===== config.mk =====
export PLATFORM = sky130hd
export DESIGN_NAME = imm_exec_unit
export DESIGN_NICKNAME = d
export VERILOG_FILES = /design/src/rtl/imm_exec_unit.sv
export SDC_FILE = /design/constraint.sdc
export NUM_CORES = 1
export LEC_CHECK = 0
export ABC_AREA = 0
export BUFFER_PORTS_ARGS = -buffer_cell sky130_fd_sc_hd__buf_2
export CORE_MARGIN = 1.5
export CORE_UTILIZATION = 52
export DETAILED_ROUTE_END_ITERATION = 8
export PLACE_DENSITY = 0.79
export SLEW_MARGIN = 20
export SYNTH_ARGS = -nofsm -noshare
export SYNTH_HDL_FRONTEND = slang
export SYNTH_SLANG_ARGS = --single-unit
export TNS_END_PERCENT = 1

===== constraint.sdc =====
create_clock -name clk -period 2.6 [get_ports clk]
set_input_delay 0.13 -clock clk [delete_from_list [all_inputs] [get_ports clk]]
set_output_delay 0.13 -clock clk [all_outputs]
set_load 0.01 [all_outputs]

===== src/rtl/imm_exec_unit.sv =====
module imm_exec_unit #(
  parameter int DATA_W = 32,
  parameter int IMM_W  = 16
) (
  input  logic              clk,
  input  logic              rst,
  input  logic              in_valid,
  input  logic [2:0]        in_op,
  input  logic [DATA_W-1:0] in_rs,
  input  logic [IMM_W-1:0]  in_imm,
  output logic [DATA_W-1:0] out_result,
  output logic              out_wen,
  output logic              out_ovf
);
  localparam int EXT_W = DATA_W - IMM_W;
  localparam logic [2:0] OP_ADD  = 3'd0;
  localparam logic [2:0] OP_ADDU = 3'd1;
  localparam logic [2:0] OP_SLT  = 3'd2;
  localparam logic [2:0] OP_SLTU = 3'd3;
  localparam logic [2:0] OP_OR   = 3'd4;
  localparam logic [2:0] OP_LUI  = 3'd5;

  logic [DATA_W-1:0] imm_sx, imm_zx, sum, res_d;
  logic add_ovf, trap, known_op;

  assign imm_sx   = {{EXT_W{in_imm[IMM_W-1]}}, in_imm};
  assign imm_zx   = {{EXT_W{1'b0}}, in_imm};
  assign sum      = in_rs + imm_sx;
  assign add_ovf  = (in_rs[DATA_W-1] == imm_sx[DATA_W-1]) && (sum[DATA_W-1] != in_rs[DATA_W-1]);
  assign known_op = (in_op <= OP_LUI);
  assign trap     = (in_op == OP_ADD) && add_ovf;

  always_comb begin
    case (in_op)
      OP_ADD, OP_ADDU: res_d = sum;
      OP_SLT:  res_d = {{(DATA_W-1){1'b0}}, ($signed(in_rs) < $signed(imm_sx))};
      OP_SLTU: res_d = {{(DATA_W-1){1'b0}}, (in_rs < imm_sx)};
      OP_OR:   res_d = in_rs | imm_zx;
      OP_LUI:  res_d = {in_imm, {EXT_W{1'b0}}};
      default: res_d = out_result;
    endcase
  end

  always_ff @(posedge clk) begin
    if (rst) begin
      out_result <= '0;
      out_wen    <= 1'b0;
      out_ovf    <= 1'b0;
    end else if (in_valid && known_op) begin
      out_result <= res_d;
      out_wen    <= !trap;
      out_ovf    <= trap;
    end else begin
      out_wen    <= 1'b0;
      out_ovf    <= 1'b0;
    end
  end


  ovf_blocks_write_chk: assert property (@(posedge clk) disable iff (rst)
    !(out_ovf && out_wen));


  signed_add_sign_chk: assert property (@(posedge clk) disable iff (rst)
    (in_valid && in_op == OP_ADD && in_rs[DATA_W-1] == in_imm[IMM_W-1])
      |=> (out_ovf == (out_result[DATA_W-1] != $past(in_rs[DATA_W-1]))));


  no_overflow_chk: assert property (@(posedge clk) disable iff (rst)
    (in_valid && in_op == OP_ADDU) |=> (!out_ovf && out_wen));


  cmp_is_bit_chk: assert property (@(posedge clk) disable iff (rst)
    (in_valid && (in_op == OP_SLT || in_op == OP_SLTU)) |=> (out_result[DATA_W-1:1] == '0));


  upper_low_zero_chk: assert property (@(posedge clk) disable iff (rst)
    (in_valid && in_op == OP_LUI) |=> (out_result[EXT_W-1:0] == '0 && out_wen));


  idle_hold_chk: assert property (@(posedge clk) disable iff (rst)
    (!in_valid || in_op > OP_LUI) |=> ($stable(out_result) && !out_wen && !out_ovf));
endmodule


==> impl_results.md <==
- Status: complete, no violations
- WS Path Type: in2reg
- Share of power burned in registers: 0.276
- Clock Path Buffers: 2
- Synthesis Warnings: 0
- Htree depth: 2
- Post-synth top area share: 0.218
- Final setup fails: 0
- Wire length per cell: 18.0 um
- Part of the power in the clock network: 0.200
- EDFF count, synth: 0
- Seq/Total Area, Yosys: 0.148
- Slew HR: 0.529
- Die height: 97.0 um
- Max-slew violations: 0
- Area growth syn-to-layout: 25.4%
- Hold Violations, Final: 0
- Combinational share of power: 0.524
- DR iter-0 viols: 364
- Peak Freq: 403 MHz
- Post-synth top area cell: ha_1
- Final period util: 0.955
- DP Worst Slack: -0.0971 ns
- VDD IR max: 0.176 mV
- Final Util: 0.667
- Max FO, Critical Path: 9
- Count leader, synth: ha_1
- Root Buffer: clkbuf_8
- Required @ worst endpoint: 2.78 ns
- Die area: 9410 um2
- P per Cell Area: 375 nW/um2
- Async set or reset register ratio after synthesis: 0
- Syn nets: 729
- Num CTS Buffers: 5
- Worst-Skew Late Latency: 0.29 ns
- Final WS setup: 0.118 ns
- Die W: 97.0 um
- Startpoint Class: input pin
- CTS tree: built
- FP Rows: 34
- GPL Wtd Cong: 1.03
- Router iterations before antenna repair: 5
- #FFs+latches synth: 34
- Drc violations: 0
- Clock sink total: 34
- Synth Cell Area: 4600 um2
- Initial antenna violation count: 0
- Synth cell count leaders: ha_1 (80), a21oi_1 (57), inv_1 (57), nor2_1 (45), o21ai_0 (39)
- Global route overflow: 0
- CP endpoint kind: flip-flop
- Min-delay worst type: in2reg
- DR vias: 5,107
- Core area: 8640 um2
- IO Pins: 88
- Pint: 1280 uW
- Max-cap viol count: 0
- Sw frac: 0.406
- RSZ-0062 raised after global routing: false
- Vias in the first global route: 4,951
- Final Instance Area: 5760 um2
- Initial core utilization: 0.532
- Area contributors post-synth: ha_1 (22%), dfxtp_1 (15%), a21oi_1 (6.2%), inv_1 (4.7%), o21ai_0 (4.2%)
- Pleak: 0.00290 uW
- Detailed Place HPWL: 12,500 um
- Net Sw Power: 876 uW
- Post-route ant nets: 0
- Mapped Avg Cell Area: 7.74 um2
- Setup Skew: 0 ns
- Antenna Cells: 0
- First-pass GRT wire length: 25,100 um
- DRT Wirelength: 15,300 um
- Nets: 878
- Synth cell types: 66
- Vias per cell: 5.99
- DP Area: 5670 um2
- Largest net degree at the start of global routing: 29
- Count of input and output buffers: 87
- Hold Buf Count CTS: 0
- Clock Pin Slew Worst Setup and Hold Paths: 0.07 ns
- Cells after synthesis: 594
- Arrival @ worst endpoint: 2.67 ns
- Total GRT Usage: 0.329
- Share of cells above drive strength 1: 0.277
- Synth Flop Type: dfxtp_1
- Minimum clock period: 2.48 ns
- Actual slew at the worst max-slew pin: 0.707 ns
path summary, 6_finish.rpt:
check,from,end,slack [ns],cells after the start
worst max register to register,out_result[29],out_result[29],1.42,5
worst max-delay path,in_imm[15],out_result[0],0.12,12
worst min-delay path,in_rs[31],out_wen,0.19,3
worst min register to register,out_result[14],out_result[14],0.45,2
layout by cell type, fill, tap and decap left out, types with 3 or more instances in the layout:
| cell type | instances |
|---|---|
| o21ba_2 | 3 |
| o21ai_0 | 39 |
| o211a_1 | 6 |
| clkbuf_8 | 6 |
| inv_1 | 56 |
| o31ai_1 | 3 |
| nand2b_1 | 6 |
| nand3_1 | 11 |
| o221ai_1 | 16 |
| xor2_1 | 6 |
| a21oi_2 | 4 |
| nand4_1 | 7 |
| a21o_1 | 6 |
| a41oi_1 | 3 |
| nor4_1 | 9 |
| o22ai_1 | 12 |
| or3_1 | 5 |
| nor2_1 | 45 |
| o21bai_1 | 11 |
| mux2i_1 | 17 |
| nor2b_1 | 5 |
| xnor2_1 | 22 |
| a21oi_1 | 56 |
| a21boi_0 | 3 |
| nor3_1 | 19 |
| nand2_1 | 31 |
| ha_1 | 80 |
| buf_4 | 86 |
| buf_2 | 87 |
| dfxtp_1 | 34 |
| o21a_1 | 4 |
state kept, by name, indices dropped and copies added (netlist names):
name	flops
out_wen	1
out_ovf	1
out_result	32
layer usage:
layer / up-vias / GRT usage / share of wire
met5: - / 0 / 0
met4: 0 / 0.139 / 0.042
met3: 44 / 0.0419 / 0.069
met2: 219 / 0.555 / 0.46
met1: 2403 / 0.421 / 0.43
li1: 2441 / - / -
cell families (layout without fill, tap and decap cells):
kind of cell | after synthesis | count (layout) | share of synthesized area
flip-flops | 34 | 34 | 0.148
adder cells (fa/ha/maj) | 81 | 81 | 0.222
multiplexers | 19 | 19 | 0.0419
AND/OR/NAND/NOR | 150 | 150 | 0.163
AO/OA/AOI/OAI | 192 | 192 | 0.286
buffers and inverters | 90 | 240 | 0.0855
XOR/XNOR | 28 | 28 | 0.0534
repair_timing:
item / 4_1_cts / 5_1_grt
setup buffers: 0 / 0
resized for setup: 0 / 2
setup endpoints to repair: 0 / 2
area by class of cell:
| class | instances | area, um2 |
|---|---|---|
| Clock buffer | 7 | 86.3 |
| Clock inverter | 1 | 5.00 |
| Fill cell | 784 | 2870 |
| Inverter | 58 | 221 |
| Multi-Input combinational cell | 470 | 3530 |
| Sequential cell | 34 | 681 |
| Tap cell | 108 | 135 |
| Timing Repair Buffer | 174 | 1100 |
power by group through the flow:
stage          Sequential, uW  Combinational (uW)  Clock (uW)
4_1_cts                   595                1120         437
3_3_place_gp              604                1090           0
2_1_floorplan             622                 649           0
6_report                  596                1130         432
5_1_grt                   600                1240         454
3_5_place_dp              606                1110           0
worst max-delay path, cell delays in order:
cell and delay [ns]:
buf_2 0.11, clkinvlp_4 0.15, buf_12 0.17, buf_4 0.13, ha_1 0.28, buf_4 0.16
nor4_1 0.50, o21ai_0 0.20, a21boi_0 0.33, buf_4 0.17, nor4_1 0.04, a211o_1 0.28
metrics by stage:
| step | hold slack, ns | total power, uW | TNS (ns) | cells |
|---|---|---|---|---|
| final | 0.186 | 2160 | 0 | 852 |
| after global routing | 0.186 | 2290 | 0 | 852 |
| after CTS | 0.180 | 2150 | 0 | 852 |
| after detailed placement | 0.453 | 1720 | -0.354 | 844 |
| after global placement | 0.438 | 1690 | -0.197 | 844 |
| after floorplan | 0.275 | 1270 | 0 | 594 |
Note: power is estimated with default switching activity, not from simulation.
